==> config.mk <==
export PLATFORM = sky130hd
export DESIGN_NAME = xw_walker
export DESIGN_NICKNAME = d
export VERILOG_FILES = /design/src/rtl/xw_pkg.sv /design/src/rtl/xw_addr_gen.sv /design/src/rtl/xw_entry_eval.sv /design/src/rtl/xw_walker.sv
export SDC_FILE = /design/constraint.sdc
export NUM_CORES = 1
export LEC_CHECK = 0
export ABC_AREA = 1
export ABC_CLOCK_PERIOD_IN_PS = 6450
export BUFFER_PORTS_ARGS = -buffer_cell sky130_fd_sc_hd__buf_4
export CAP_MARGIN = 25
export CORE_UTILIZATION = 35
export CTS_CLUSTER_DIAMETER = 150
export DETAILED_ROUTE_END_ITERATION = 8
export GPL_ROUTABILITY_DRIVEN = 0
export SETUP_SLACK_MARGIN = 0.3
export SLEW_MARGIN = 20
export SYNTH_ARGS = -nofsm -noshare
export SYNTH_HDL_FRONTEND = slang
export SYNTH_SLANG_ARGS = --single-unit
==> constraint.sdc <==
create_clock -name clk -period 6.45 [get_ports clk]
set_input_delay 1.935 -clock clk [delete_from_list [all_inputs] [get_ports clk]]
set_output_delay 1.935 -clock clk [all_outputs]
set_load 0.03 [all_outputs]
==> src/rtl/xw_pkg.sv <==
package xw_pkg;
  localparam int OFF_W  = 12;
  localparam int IDX_W  = 10;
  localparam int VA_W   = OFF_W + 2 * IDX_W;
  localparam int BASE_W = VA_W - OFF_W;

  localparam int B_P  = 0;
  localparam int B_RW = 1;
  localparam int B_US = 2;
  localparam int B_A  = 5;
  localparam int B_D  = 6;
  localparam int B_PS = 7;

  typedef logic [VA_W-1:0] entry_t;

  typedef enum logic [2:0] {
    S_IDLE, S_RD_DIR, S_RD_TBL, S_WB_DIR, S_WB_TBL, S_RESP
  } walk_state_t;

  typedef enum logic [1:0] {
    FLT_NONE = 2'd0, FLT_DIR = 2'd1, FLT_TBL = 2'd2, FLT_PROT = 2'd3
  } fault_t;

  function automatic entry_t mark_used(entry_t e, logic set_dirty);
    entry_t r;
    r = e;
    r[B_A] = 1'b1;
    if (set_dirty) r[B_D] = 1'b1;
    return r;
  endfunction

  function automatic logic perm_fail(logic user, logic wr, logic us_ok, logic rw_ok);
    return (user && !us_ok) || (wr && !rw_ok);
  endfunction

  function automatic logic [VA_W-1:0] slot_addr(logic [BASE_W-1:0] base, logic [IDX_W-1:0] idx);
    return {base, {OFF_W{1'b0}}} | (VA_W'(idx) << 2);
  endfunction

  function automatic logic [VA_W-1:0] pa_small(entry_t e, logic [VA_W-1:0] va);
    return {e[VA_W-1:OFF_W], va[OFF_W-1:0]};
  endfunction

  function automatic logic [VA_W-1:0] pa_large(entry_t e, logic [VA_W-1:0] va);
    return {e[VA_W-1 -: IDX_W], va[OFF_W+IDX_W-1:0]};
  endfunction
endpackage

==> src/rtl/xw_addr_gen.sv <==
module xw_addr_gen import xw_pkg::*; (
  input  logic              second_lvl,
  input  logic [BASE_W-1:0] root_base,
  input  logic [BASE_W-1:0] table_base,
  input  logic [IDX_W-1:0]  dir_idx,
  input  logic [IDX_W-1:0]  tbl_idx,
  output logic [VA_W-1:0]   addr
);
  always_comb begin
    if (second_lvl) addr = slot_addr(table_base, tbl_idx);
    else            addr = slot_addr(root_base, dir_idx);
  end
endmodule

==> src/rtl/xw_entry_eval.sv <==
module xw_entry_eval import xw_pkg::*; #(
  parameter bit IS_TABLE = 1'b0
) (
  input  entry_t ent,
  input  logic   wr,
  output logic   present,
  output logic   user_ok,
  output logic   write_ok,
  output logic   need_wb,
  output entry_t wb_val
);
  always_comb begin
    present  = ent[B_P];
    user_ok  = ent[B_US];
    write_ok = ent[B_RW];
    wb_val   = mark_used(ent, wr && IS_TABLE);
    need_wb  = (wb_val != ent);
  end
endmodule

==> src/rtl/xw_walker.sv <==
module xw_walker import xw_pkg::*; (
  input  logic              clk,
  input  logic              rst_n,
  input  logic [BASE_W-1:0] dir_base,
  input  logic              req_valid,
  output logic              req_ready,
  input  logic [VA_W-1:0]   req_vaddr,
  input  logic              req_write,
  input  logic              req_user,
  output logic              rsp_valid,
  output logic [VA_W-1:0]   rsp_paddr,
  output logic [1:0]        rsp_fault,
  output logic              mem_req,
  output logic              mem_we,
  output logic [VA_W-1:0]   mem_addr,
  output logic [VA_W-1:0]   mem_wdata,
  input  logic              mem_ack,
  input  logic [VA_W-1:0]   mem_rdata
);
  walk_state_t       state;
  logic [VA_W-1:0]   va_q;
  logic              wr_q, user_q;
  entry_t            dir_q, tbl_q;
  logic [VA_W-1:0]   paddr_q;
  fault_t            fault_q;

  // named internal events
  entry_t dir_src, tbl_src;
  logic   d_present, d_us, d_rw, d_need, d_large;
  logic   t_present, t_us, t_rw, t_need;
  entry_t d_wb, t_wb;
  logic   prot_big, prot_small, walk_start, second_lvl;

  assign dir_src = (state == S_RD_DIR) ? mem_rdata : dir_q;
  assign tbl_src = (state == S_RD_TBL) ? mem_rdata : tbl_q;
  assign d_large = dir_src[B_PS];

  xw_entry_eval #(.IS_TABLE(1'b0)) u_dir_eval (
    .ent(dir_src), .wr(wr_q), .present(d_present), .user_ok(d_us),
    .write_ok(d_rw), .need_wb(d_need), .wb_val(d_wb));

  xw_entry_eval #(.IS_TABLE(1'b1)) u_tbl_eval (
    .ent(tbl_src), .wr(wr_q), .present(t_present), .user_ok(t_us),
    .write_ok(t_rw), .need_wb(t_need), .wb_val(t_wb));

  assign prot_big   = perm_fail(user_q, wr_q, d_us, d_rw);
  assign prot_small = perm_fail(user_q, wr_q, d_us & t_us, d_rw & t_rw);
  assign walk_start = req_valid && req_ready;
  assign second_lvl = (state == S_RD_TBL) || (state == S_WB_TBL);

  xw_addr_gen u_addr (
    .second_lvl(second_lvl), .root_base(dir_base),
    .table_base(dir_q[VA_W-1:OFF_W]),
    .dir_idx(va_q[VA_W-1 -: IDX_W]),
    .tbl_idx(va_q[OFF_W+IDX_W-1:OFF_W]),
    .addr(mem_addr));

  assign req_ready = (state == S_IDLE);
  assign rsp_valid = (state == S_RESP);
  assign rsp_paddr = paddr_q;
  assign rsp_fault = fault_q;
  assign mem_req   = (state == S_RD_DIR) || (state == S_RD_TBL) ||
                     (state == S_WB_DIR) || (state == S_WB_TBL);
  assign mem_we    = (state == S_WB_DIR) || (state == S_WB_TBL);
  assign mem_wdata = (state == S_WB_DIR) ? d_wb :
                     (state == S_WB_TBL) ? t_wb : '0;

  always_ff @(posedge clk) begin
    if (!rst_n) begin
      state   <= S_IDLE;
      va_q    <= '0;
      wr_q    <= 1'b0;
      user_q  <= 1'b0;
      dir_q   <= '0;
      tbl_q   <= '0;
      paddr_q <= '0;
      fault_q <= FLT_NONE;
    end else begin
      case (state)
        S_IDLE: if (walk_start) begin
          va_q    <= req_vaddr;
          wr_q    <= req_write;
          user_q  <= req_user;
          paddr_q <= '0;
          fault_q <= FLT_NONE;
          state   <= S_RD_DIR;
        end
        S_RD_DIR: if (mem_ack) begin
          dir_q <= mem_rdata;
          if (!d_present) begin
            fault_q <= FLT_DIR;
            state   <= S_RESP;
          end else if (d_large) begin
            if (prot_big) begin
              fault_q <= FLT_PROT;
              state   <= S_RESP;
            end else begin
              paddr_q <= pa_large(mem_rdata, va_q);
              state   <= d_need ? S_WB_DIR : S_RESP;
            end
          end else begin
            state <= S_RD_TBL;
          end
        end
        S_RD_TBL: if (mem_ack) begin
          tbl_q <= mem_rdata;
          if (!t_present) begin
            fault_q <= FLT_TBL;
            state   <= S_RESP;
          end else if (prot_small) begin
            fault_q <= FLT_PROT;
            state   <= S_RESP;
          end else begin
            paddr_q <= pa_small(mem_rdata, va_q);
            state   <= d_need ? S_WB_DIR : (t_need ? S_WB_TBL : S_RESP);
          end
        end
        S_WB_DIR: if (mem_ack) state <= (!d_large && t_need) ? S_WB_TBL : S_RESP;
        S_WB_TBL: if (mem_ack) state <= S_RESP;
        S_RESP:   state <= S_IDLE;
        default:  state <= S_IDLE;
      endcase
    end
  end


  mem_hold_chk: assert property (@(posedge clk) disable iff (!rst_n)
    mem_req && !mem_ack |=> mem_req && $stable(mem_addr) && $stable(mem_we));

  rsp_pulse_chk: assert property (@(posedge clk) disable iff (!rst_n)
    rsp_valid |=> !rsp_valid && req_ready);

  rsp_quiet_chk: assert property (@(posedge clk) disable iff (!rst_n)
    rsp_valid |-> !mem_req && !req_ready);

  wb_sets_accessed_chk: assert property (@(posedge clk) disable iff (!rst_n)
    mem_req && mem_we |-> mem_wdata[B_A]);

  offset_keep_chk: assert property (@(posedge clk) disable iff (!rst_n)
    rsp_valid && rsp_fault == 2'd0 |-> rsp_paddr[OFF_W-1:0] == va_q[OFF_W-1:0]);

  fault_zero_pa_chk: assert property (@(posedge clk) disable iff (!rst_n)
    rsp_valid && rsp_fault != 2'd0 |-> rsp_paddr == '0);
endmodule

**Word-level counts from Yosys, hierarchy flattened**

Index checks and enable logic that the tools add are counted.

- Register bits after elaboration: 135
- Latch bits: 0
- Memory bits (writable): 0
- Bits in read-only memories: 0
- Bits of input ports: 90
- Logic and storage cells: 96
- Memories: 0

- Add/subtract/negate cells: 0
- Multiply operators: 0
- Divide/modulo/power cells: 0
- Magnitude comparators: 0
- Equality and inequality tests: 19
- Shifts and indexed selects: 0
- Muxes and demuxes: 39
- Bitwise gates (word level): 4
- Reduce and logical (&&, ||, !) cells: 26

Operators by type and width:

| operator | count |
|---|---|
| $mux 32 | 13 |
| $pmux 32 s3 | 1 |
| $or 32x12->32 | 2 |
| $mux 3 | 12 |
| $ne 2x2->1 const B | 9 |
| $mux 2 | 8 |
| $pmux 3 s5 | 1 |
| $ne 3x3->1 const B | 3 |
| $reduce_and 9->1 | 1 |
| $logic_or 1x1->1 | 7 |
| $reduce_and 7->1 | 1 |
| $eq 3x2->1 const B | 2 |
| $eq 3x3->1 const B | 2 |
| $logic_and 1x1->1 | 6 |
| $pmux 2 s3 | 1 |
| $reduce_and 2->1 | 3 |
| $logic_not 1->1 | 5 |
| $reduce_and 5->1 | 1 |
| $eq 3x1->1 const B | 1 |
| $logic_not 3->1 | 1 |
| $mux 1 | 3 |
| $reduce_bool 3->1 | 1 |
| $and 1x1->1 | 2 |
| $ne 2x1->1 const B | 1 |
| $ne 2x2->1 | 1 |

**Longest topological paths before layout**

Gate-level depths: netlist of run 1.

- Word-level depth: 10
- Mapped depth: 13

**Modules after synthesis**

Synthesis of run 1 repeated with hierarchy kept, for this count alone.

- Cell total of the unflattened synthesis: 1156
- Area, all modules: 7469.7 um^2

By module, submodules not included:

| module | times used | cells an instance | area an instance (um^2) |
|---|---|---|---|
| xw_walker | 1 | 980 | 6532.5 |
| xw_addr_gen | 1 | 100 | 390.4 |
| xw_entry_eval at u_tbl_eval | 1 | 39 | 276.5 |
| xw_entry_eval at u_dir_eval | 1 | 37 | 270.3 |

**Least setup slack after synthesis of run 1**

OpenSTA, ideal clock, no wires.

- Kind: input port to output port
- From: input mem_rdata[0]
- To: output mem_wdata[0]
- Arrival time: 2.659 ns
- Path slack: 1.856 ns
- Stages on the path: 3
- Path buffers: 0
- Path through: inv_1 -> o21ai_0 -> a22o_1

- Word-level cells in the longest chain between the ends: 3
- Elaborated cells between the ends (all ways): 4
- Those cells by class: mux (4)

Ends and longest elaborated chain:

| item | RTL line | RTL |
|---|---|---|
| from (decl) | xw_walker.sv:18 | `input logic [VA_W-1:0] mem_rdata` |
| $mux 32 | xw_walker.sv:35 | `assign tbl_src = (state == S_RD_TBL) ? mem_rdata : tbl_q;` |
| $mux 32 | xw_walker.sv:66 | `(state == S_WB_TBL) ? t_wb : '0;` |
| $mux 32 (*) | xw_walker.sv:65 | `assign mem_wdata = (state == S_WB_DIR) ? d_wb :` |
| to (decl) | xw_walker.sv:16 | `output logic [VA_W-1:0] mem_wdata,` |

Mark *: on every way between the ends. The rest lies on a longest branch, timed or not.

**Worst setup path after layout of run 1**

- From: register state[0]
- To: output mem_addr[14]

- Word-level cells in the longest chain between the ends: 3
- Elaborated cells between the ends (all ways): 4
- Those cells by class: eq/ne (2); mux (1); reduce/logical (1)

Ends and longest elaborated chain:

| item | RTL line | RTL |
|---|---|---|
| from (decl) | xw_walker.sv:20 | `walk_state_t state;` |
| from (signal assigned) | xw_walker.sv:99 | `state <= d_need ? S_WB_DIR : S_RESP;` |
| from (signal assigned) | xw_walker.sv:115 | `state <= d_need ? S_WB_DIR : (t_need ? S_WB_TBL : S_RESP);` |
| from (signal assigned) | xw_walker.sv:118 | `S_WB_DIR: if (mem_ack) state <= (!d_large && t_need) ? S_WB_TBL : S_RESP;` |
| $eq 3x2->1 or $eq 3x3->1 (tied branches) | xw_walker.sv:49 | `assign second_lvl = (state == S_RD_TBL) \|\| (state == S_WB_TBL);` |
| $logic_or 1x1->1 (*) | xw_walker.sv:49 |  |
| $mux 32 (*) | xw_addr_gen.sv:10 | `if (second_lvl) addr = slot_addr(table_base, tbl_idx);` |
| to (decl) | xw_walker.sv:15 | `output logic [VA_W-1:0] mem_addr,` |

Marked as above.

==> qor.txt, run 1 <==
status: finished, final reports clean
Syn Inst Count: 882
clk root buf: clkbuf_16
drt drc: 0
pwr dens: 466 nW/µm²
yosys warns: 0
Core Util, Final: 0.485
Yosys reg bits: 135
most common cell after layout, fill and taps aside: buf_4
sequential area share after synthesis: 0.443
Remaining Overflow, GRT: 0
first-pass GRT wire length: 29,000 µm
largest net degree at the start of global routing: 112
clk_lat worst skew: 0.42 ns
placed insts: 1,236
drt pass-1 iters: 4
chip width: 134 µm
fin nets: 1,126
layout cells sized above 1: 0.236
Post-CTS Resized: 0
CP arrival: 3.54 ns
fillers: 1,778
crit path max fanout: 41
Final TNS setup: 0 ns
starting utilization of the core area: 0.362
Mapped Area: 6100 µm²
fin cells: 1,269
Detail Route Antenna Nets: 0
Bufs and invs on worst path: 4
most frequent cells in the layout: buf_4, dfxtp_1, o21ai_0
final design area excluding fillers: 8150 µm²
input/output buffers: 189
Rel. slew slack: 0.320
CP max stage cell: nand2_2
WHS: 0.448 ns
f_max: 183 MHz
I/O Pins: 192
Slew Viols, Final: 0
Setup Viol. Count Final: 0
TritonCTS clock tree: done
Pleak: 3.55 nW
largest area contributor in the netlist: dfxtp_1
Max-Cap Viols: 0
HPWL Detailed: 12,600 µm
Site Rows: 47
crit path cell chain: nor2_2 > inv_2 > nor2_4 > clkinv_1 > nand2_2 > buf_4 > nor2_1 > a21oi_1 > buf_4
synth unique cells: 29
setup slack after layout: 0.975 ns
Tmin final: 5.48 ns
Die Height: 134 µm
Worst path most repeated cell: buf_4
final wirelength: 18,300 µm
fin crit share: 0.849
clock tree buffer depth: 2
total track usage: 0.207
average size of a mapped cell: 6.91 µm²
Worst EP required: 4.51 ns
hold_buf cts: 0
footprint of the multi-input gates: 2700 µm²
die area: 17,900 µm²
Setup CP Type: reg -> out
drt initial violations: 303
kind of cell adding the most delay to the critical path: simple AND/OR/NAND/NOR gates
worst slew pin tran: 1.02 ns
core area: 16,800 µm²
dpl cell area: 7570 µm²
top cells by area, synth: dfxtp_1, o21ai_0, a21oi_1
crit path capture type: primary output
Post-CTS Setup Bufs: 0
# H-tree levels: 4
post-route clock skew: 0.00674 ns
CTS Buf Count: 17
Antenna diodes: 0
Area Overhead vs Synth: 33.7%
Via Count: 6,113
Tot Pwr: 3.80 mW
vias in the first global route: 5,687
RSZ-0062 raised after global routing: no
VDD IR-drop max: 0.000297 V
drt via density: 4.82
clk sinks: 135
Avg WL per Cell: 14.4 µm
Yosys top cell area share: 0.443
final hold vios: 0
startpoint types: flip-flop
Register Area: 2700 µm²
Clock transition at path regs: 0.06 ns
initial antenna violation count: 0
DP Worst Slack: 1.37 ns
Slowest Stage Delay on Critical Path: 0.77 ns
Hold Crit Class: reg -> reg
-- registers in the layout, indices dropped and copies added, names as in the netlist --
register,cells
state,3
tbl_q,32
rsp_paddr,32
wr_q,1
rsp_fault,2
user_q,1
va_q,32
dir_q,32
-- synthesized netlist by cell type, drive strengths merged --
library cell and number:
a211oi 2, a21oi 118, a22o 3, buf 24, clkbuf 37, clkinv 2
conb 1, dfxtp 135, inv 109, nand2 130, nand3 24, nand3b 2
nand4 2, nor2 110, o211ai 2, o21ai 161, o22ai 20
-- report_power, final --
part | internal, mW | leakage [nW] | switching [mW]
Combinational | 0.566 | 2.17 | 1.18
Clock | 0.546 | 0.266 | 0.378
Sequential | 1.03 | 1.11 | 0.0937
Total | 2.14 | 3.55 | 1.65
-- path summary, 6_finish.rpt --
kind / start / end / slack, ns / cells after the start
setup / recovery: state[0] / mem_addr[14] / 0.97 / 9
hold / removal: tbl_q[3] / tbl_q[3] / 0.45 / 2
setup reg to reg: state[0] / rsp_paddr[20] / 3.51 / 12
hold reg to reg: tbl_q[3] / tbl_q[3] / 0.45 / 2
-- tightest hold or removal path: cells and delay by family, from the launching register on --
kind                   cells  cell delay (ns)
DFF                        1             0.30
buffers and inverters      1             0.05
AOI/OAI and AO/OA          1             0.05
-- cells by family after synthesis --
group                  after synthesis  synth area share
buffers and inverters              172             0.116
other                                1          0.000615
DFF                                135             0.443
and+or+nand+nor                    268             0.180
AOI/OAI and AO/OA                  306             0.260
-- cell type report --
type,count,share of cell area
multi-input combinational,576,0.331
sequential,135,0.332
clock buffer,19,0.0556
clock inverter,13,0.0130
inverter,111,0.0511
timing repair buffer,195,0.184
tap,220,0.0338
-- metal layers --
layer | vias up | share of wire | GRT usage
met3 | 20 | 0.064 | 0.0635
met1 | 2754 | 0.46 | 0.259
li1 | 3174 | - | -
met4 | 0 | 0.012 | 0.0593
met5 | - | 0 | 0
met2 | 165 | 0.46 | 0.340
No activity file was read; power rests on OpenSTA's default activity.
==> run 2, diff against run 1 <==
--- a/config.mk
+++ b/config.mk
@@ -5,8 +5,8 @@
 export SDC_FILE = /design/constraint.sdc
 export NUM_CORES = 1
 export LEC_CHECK = 0
-export ABC_AREA = 1
-export ABC_CLOCK_PERIOD_IN_PS = 6450
+export ABC_AREA = 0
+export ABC_CLOCK_PERIOD_IN_PS = 4600
 export BUFFER_PORTS_ARGS = -buffer_cell sky130_fd_sc_hd__buf_4
 export CAP_MARGIN = 25
 export CORE_UTILIZATION = 35
==> constraint.sdc (replaced) <==
create_clock -name clk -period 4.6 [get_ports clk]
set_input_delay 1.38 -clock clk [delete_from_list [all_inputs] [get_ports clk]]
set_output_delay 1.38 -clock clk [all_outputs]
set_load 0.03 [all_outputs]
==> run 2 against run 1 <==
Against the previous run: sequential power increased by 16%; critical path type unchanged; worst hold slack better by 0.0050 ns; critical path depth shrank 3; highest routed layer unchanged.
==> qor.txt, run 2 <==
status: finished, final reports clean
Die Height: 137 µm (+2.2%)
final hold vios: 0 (unchanged)
hold_buf cts: 0 (unchanged)
Area Overhead vs Synth: 33.5%
Mapped Area: 6370 µm² (+4.5%)
Tmin final: 4.11 ns
clock tree buffer depth: 2 (unchanged)
Yosys reg bits: 135 (unchanged)
Post-CTS Setup Bufs: 0 (unchanged)
Remaining Overflow, GRT: 0 (unchanged)
worst slew pin tran: 0.982 ns (-0.0389 ns)
Synth top cells by count: nand2_1, dfxtp_1, a21boi_0, clkbuf_1, mux2_2
Rel. slew slack: 0.342 (+0.0221)
count leader, synth: nand2_1
Max-Cap Viols: 0 (unchanged)
fillers: 1,778 (unchanged)
drt drc: 0 (unchanged)
die area: 18,700 µm² (+4.5%)
Hold Path Cell Cnt: 2 (unchanged)
RSZ-0062 raised after global routing: no
yosys warns: 0 (unchanged)
TritonCTS clock tree: done
most common cell after layout, fill and taps aside: nand2_1
Register Area: 2700 µm² (unchanged)
footprint of the multi-input gates: 3380 µm² (+25%)
start point of the worst hold path: tbl_q[11]
CTS Buf Count: 17 (unchanged)
input/output buffers: 189 (unchanged)
clk sinks: 135 (unchanged)
drt pass-1 iters: 5 (+1)
Synth Area in Compound Gates: 0.234 (-0.0260)
Pleak: 3.50 nW (-1.3%)
startpoint types: flip-flop
post-synthesis simple-gate area fraction: 0.190 (+0.0107)
Slew Viols, Final: 0 (unchanged)
core area: 17,500 µm² (+4.3%)
fin crit share: 0.893
reg2reg end: rsp_paddr[25]
Clock transition at path regs: 0.06 ns (about the same)
crit path max fanout: 18 (-56%)
post-route clock skew: 0.00829 ns (+0.00155 ns)
clk_lat worst skew: 0.42 ns (about the same)
f_max: 243 MHz
WHS: 0.453 ns (+0.00499 ns)
DP Worst Slack: 0.930 ns (-0.437 ns)
synth unique cells: 46 (+59%)
first-pass GRT wire length: 29,300 µm (+1.1%)
crit path capture type: primary output
Yosys top cell area share: 0.424 (-0.0192)
mux contribution to synthesized area: 0.0992 (+0.0992)
total track usage: 0.204 (-0.00253)
Post-synth EDFFs: 0 (unchanged)
fin nets: 1,027 (-8.8%)
FF-to-FF Start: state[1]
Hold EP: tbl_q[11]
pwr dens: 392 nW/µm² (-16%)
largest area contributor in the netlist: dfxtp_1
Syn Inst Count: 778 (-12%)
ys async rst share: 0 (unchanged)
starting utilization of the core area: 0.363 (+0.000924)
setup slack after layout: 0.491 ns (-0.484 ns)
initial antenna violation count: 0 (unchanged)
final wirelength: 18,900 µm (+3.2%)
HPWL Detailed: 13,000 µm (+3.2%)
most frequent cells in the layout: nand2_1, buf_4, dfxtp_1
Detail Route Antenna Nets: 0 (unchanged)
Setup Viol. Count Final: 0 (unchanged)
largest net degree at the start of global routing: 75 (-33%)
I/O Pins: 192 (unchanged)
Setup CP Type: reg -> out
Hold Crit Class: reg -> reg
layout cells sized above 1: 0.297 (+0.0604)
drt initial violations: 294 (-3.0%)
chip width: 137 µm (+2.2%)
CP arrival: 2.73 ns (-0.81 ns)
drt via density: 5.03 (+4.3%)
clk root buf: clkbuf_16
ys flop type: dfxtp_1
VDD IR-drop max: 0.000255 V (-14%)
Worst EP required: 3.22 ns (-1.29 ns)
Avg WL per Cell: 16.1 µm (+11%)
FF-to-FF setup slack: 1.44 ns (-2.07 ns)
placed insts: 1,142 (-7.6%)
Post-CTS Resized: 0 (unchanged)
main combinational cell family by area after synthesis: compound AO/OA/AOI/OAI gates
Synth Area in XOR/XNOR: 0.00275 (+0.00275)
fin cells: 1,175 (-7.4%)
average size of a mapped cell: 8.19 µm² (+19%)
sequential area share after synthesis: 0.424 (-0.0192)
top cells by area, synth: dfxtp_1, nand2_1, a21boi_0
vias in the first global route: 5,416 (-4.8%)
worst r2r path cells: 8 (-4)
Antenna diodes: 0 (unchanged)
# H-tree levels: 4 (unchanged)
Final TNS setup: 0 ns (unchanged)
Site Rows: 48 (+2.1%)
Adder-Cell Fraction of Synth Area: 0 (unchanged)
Via Count: 5,905 (-3.4%)
run 2: cell type report:
cell class | instances | share of cell area
multi-input cells | 571 | 0.398
flip-flops and latches | 135 | 0.318
repair buffers | 205 | 0.183
clock buffers | 19 | 0.0509
well taps | 225 | 0.0331
clock inverters | 13 | 0.0146
inverters | 7 | 0.00309
run 2: cells by family (layout without fill, tap and decap cells):
group           after synthesis  in the layout
simple gates                301            301
other cells                   1              2
mux                          59             59
buf+inv                      73            244
compound gates              207            207
flops                       135            135
xor+xnor                      2              2
run 2: critical path, stage by stage (launching register included):
cell and delay [ns]:
dfxtp_1 0.60, nor2_1 0.22, and2_1 0.24, nor2_4 0.32, buf_4 0.37, mux2_2 0.38
buf_4 0.17
run 2: report_power, final:
| part | switching, mW | internal [mW] | total, mW |
|---|---|---|---|
| clock | 0.537 | 0.747 | 1.28 |
| sequential | 0.0601 | 1.25 | 1.31 |
| combinational | 0.447 | 0.294 | 0.741 |
| total | 1.04 | 2.29 | 3.33 |
run 2: how the worst max path moves through the flow:
stage                         from      endpoint  slack (ns)  cells after the start
after floorplan           state[2]  mem_wdata[6]        1.49                      4
after CTS                 state[1]   mem_addr[9]        0.48                      6
after detailed placement  state[0]   mem_addr[9]        0.93                      6
after global placement    state[0]  mem_addr[29]        1.02                      6
after global routing      state[1]   mem_addr[9]        0.32                      6
final                     state[1]   mem_addr[9]        0.49                      6
run 2: metal layers:
layer / wire length (µm) / vias to the layer above / global-route usage
met3: 1320 / 30 / 0.0500
met5: 0 / - / 0
met1: 8770 / 2709 / 0.270
li1: - / 2969 / -
met2: 8480 / 197 / 0.317
met4: 351 / 0 / 0.0788
run 2: stage by stage:
step                      total power, mW   util  instance area (µm²)
after global placement               2.07  0.452                 7930
final                                3.33  0.485                 8510
after CTS                            3.36  0.484                 8480
after floorplan                      1.80      -                 6380
after detailed placement             2.08  0.452                 7930
after global routing                 3.48  0.485                 8510
==> run 3, diff against run 2 <==
--- a/config.mk
+++ b/config.mk
@@ -13,6 +13,7 @@
 export CTS_CLUSTER_DIAMETER = 150
 export DETAILED_ROUTE_END_ITERATION = 8
 export GPL_ROUTABILITY_DRIVEN = 0
+export MAX_ROUTING_LAYER = met4
 export SETUP_SLACK_MARGIN = 0.3
 export SLEW_MARGIN = 20
 export SYNTH_ARGS = -nofsm -noshare
==> constraint.sdc (replaced) <==
create_clock -name clk -period 4.6 [get_ports clk]
set_input_delay 1.38 -clock clk [delete_from_list [all_inputs] [get_ports clk]]
set_output_delay 1.38 -clock clk [all_outputs]
set_load 0.01 [all_outputs]
==> run 3 against run 2 <==
Against the previous run: flip-flop and latch count did not move; non-clock buffer count did not move; cell area fell by 0.13%; routed wire length rose by 1.2%; cell count did not move; die area did not move; total power fell by 2.9%; sequential power barely moved; clock skew fell by 0.0015 ns; register-to-register slack got worse by 0.03 ns; clock power barely moved; critical endpoint is now mem_addr[8]; highest routed layer unchanged.
==> qor.txt, run 3 (same netlist as run 2, synthesis figures left out) <==
Tmin final: 4.08 ns (-0.0246 ns)
CP arrival: 2.70 ns (-0.03 ns)
startpoint types: flip-flop
clk sinks: 135 (unchanged)
drt initial violations: 314 (+6.8%)
Worst EP required: 3.22 ns (about the same)
Pleak: 3.49 nW (-0.25%)
switching share of power: 0.297 (-0.0169)
most common cell after layout, fill and taps aside: nand2_1
final hold vios: 0 (unchanged)
layout cells sized above 1: 0.299 (+0.00211)
Final TNS setup: 0 ns (unchanged)
clk_lat worst skew: 0.42 ns (about the same)
Rel. slew slack: 0.365 (+0.0230)
HPWL Detailed: 12,900 µm (-0.31%)
Post-CTS Setup Bufs: 0 (unchanged)
kind of cell adding the most delay to the critical path: simple AND/OR/NAND/NOR gates
Area Overhead vs Synth: 33.4%
f_max: 245 MHz (+0.60%)
sequential power share: 0.404 (+0.012)
Antenna diodes: 0 (unchanged)
VDD IR-drop max: 0.000266 V (+4.4%)
Clk pwr share: 0.396 (+0.010)
total track usage: 0.211 (+0.00649)
clk root buf: clkbuf_16
Sw Pwr: 0.960 mW (-8.1%)
starting utilization of the core area: 0.363 (unchanged)
Max-Cap Viols: 0 (unchanged)
hold_buf cts: 0 (unchanged)
crit path capture type: primary output
Cell Int Power: 2.28 mW (-0.52%)
die area: 18,700 µm² (unchanged)
Via Count: 5,921 (+0.27%)
drt via density: 5.04 (+0.27%)
# H-tree levels: 4 (unchanged)
Setup Viol. Count Final: 0 (unchanged)
chip width: 137 µm (unchanged)
fin nets: 1,027 (unchanged)
drt pass-1 iters: 5 (unchanged)
final wirelength: 19,100 µm (+1.2%)
I/O Pins: 192 (unchanged)
Clock transition at path regs: 0.06 ns (about the same)
worst slew pin tran: 0.951 ns (-0.0310 ns)
crit path max fanout: 18 (unchanged)
Slew Viols, Final: 0 (unchanged)
initial antenna violation count: 0 (unchanged)
Worst path most repeated cell: buf_4
Setup CP Type: reg -> out
Die Height: 137 µm (unchanged)
drt drc: 0 (unchanged)
crit path cell chain: nor2_1 > and2_1 > nor2_4 > buf_4 > mux2_2 > buf_4
fillers: 1,767 (-0.62%)
input/output buffers: 189 (unchanged)
largest net degree at the start of global routing: 101 (+35%)
dpl cell area: 7930 µm² (unchanged)
FF-to-FF setup slack: 1.41 ns (-0.03 ns)
clock tree buffer depth: 2 (unchanged)
Avg WL per Cell: 16.3 µm (+1.2%)
Post-CTS Resized: 0 (unchanged)
Detail Route Antenna Nets: 0 (unchanged)
status: finished, final reports clean
post-route clock skew: 0.00680 ns (-0.00148 ns)
Comb power frac: 0.199 (-0.024)
vias in the first global route: 5,326 (-1.7%)
Bufs and invs on worst path: 2 (unchanged)
final design area excluding fillers: 8500 µm² (-0.13%)
Slowest Stage Delay on Critical Path: 0.62 ns (+0.02 ns)
first-pass GRT wire length: 29,200 µm (about the same)
most frequent cells in the layout: nand2_1, buf_4, dfxtp_1
TritonCTS clock tree: done
RSZ-0062 raised after global routing: no
fin crit share: 0.888 (-0.00535)
pwr dens: 381 nW/µm² (-2.8%)
core area: 17,500 µm² (unchanged)
CTS Buf Count: 17 (unchanged)
CP max stage cell: dfxtp_1
Site Rows: 48 (unchanged)
Remaining Overflow, GRT: 0 (unchanged)
Hold Crit Class: reg -> reg
[run 3: changes by cell type in the layout (fill, tap and decap cells not counted), sizes merged]
cell      before  now
clkinv         7    3
clkinvlp       3    5
inv            9   11
bufinv         1    0
clkbuf        19   20
[run 3: power by group through the flow]
stage | combinational [mW] | sequential, mW | clock (mW)
2_1_floorplan | 0.385 | 1.32 | 0
5_1_grt | 0.709 | 1.32 | 1.36
4_1_cts | 0.645 | 1.31 | 1.31
3_5_place_dp | 0.643 | 1.33 | 0
3_3_place_gp | 0.640 | 1.33 | 0
6_report | 0.645 | 1.31 | 1.28
[run 3: path summary, 6_finish.rpt]
kind / start / end / cells past startpoint
max: state[1] / mem_addr[8] / 6
min: tbl_q[7] / tbl_q[7] / 2
min reg2reg: tbl_q[7] / tbl_q[7] / 2
max reg2reg: state[1] / rsp_paddr[28] / 8
[run 3: per-stage QoR]
| stage | worst slack (ns) | hold WS, ns | total power [mW] | cells | utilization |
|---|---|---|---|---|---|
| after floorplan | 1.56 | 0.435 | 1.70 | 779 | - |
| after global placement | 1.04 | 0.441 | 1.97 | 1142 | 0.452 |
| after detailed placement | 0.978 | 0.445 | 1.98 | 1142 | 0.452 |
| after CTS | 0.522 | 0.453 | 3.26 | 1174 | 0.484 |
| after global routing | 0.357 | 0.470 | 3.39 | 1175 | 0.485 |
| final | 0.515 | 0.450 | 3.23 | 1175 | 0.485 |
[run 3: routing by layer]
metal / routed length [µm] / track usage
met1: 9040 / 0.275
met4: 356 / 0.0757
met2: 8420 / 0.316
met5: 0 / -
met3: 1320 / 0.0481
[run 3: worst reg2reg max path, cell delays in order, from the launching register on]
cell and delay (ns):
dfxtp_1 0.62, nor3b_2 0.36, buf_4 0.29, mux2_2 0.36
o22ai_1 0.21, nor2_2 0.05, buf_4 0.19, o21ai_4 0.74
mux2i_1 0.29
[run 3: final cells by class]
| cell class | instances | area (µm²) | area share |
|---|---|---|---|
| clock buffer | 20 | 467 | 0.0549 |
| clock inverter | 12 | 91.3 | 0.0107 |
| inverter | 7 | 26.3 | 0.00309 |
| multi-input combinational | 571 | 3380 | 0.398 |
| sequential | 135 | 2700 | 0.318 |
| tap | 225 | 282 | 0.0331 |
| timing repair buffer | 205 | 1550 | 0.182 |
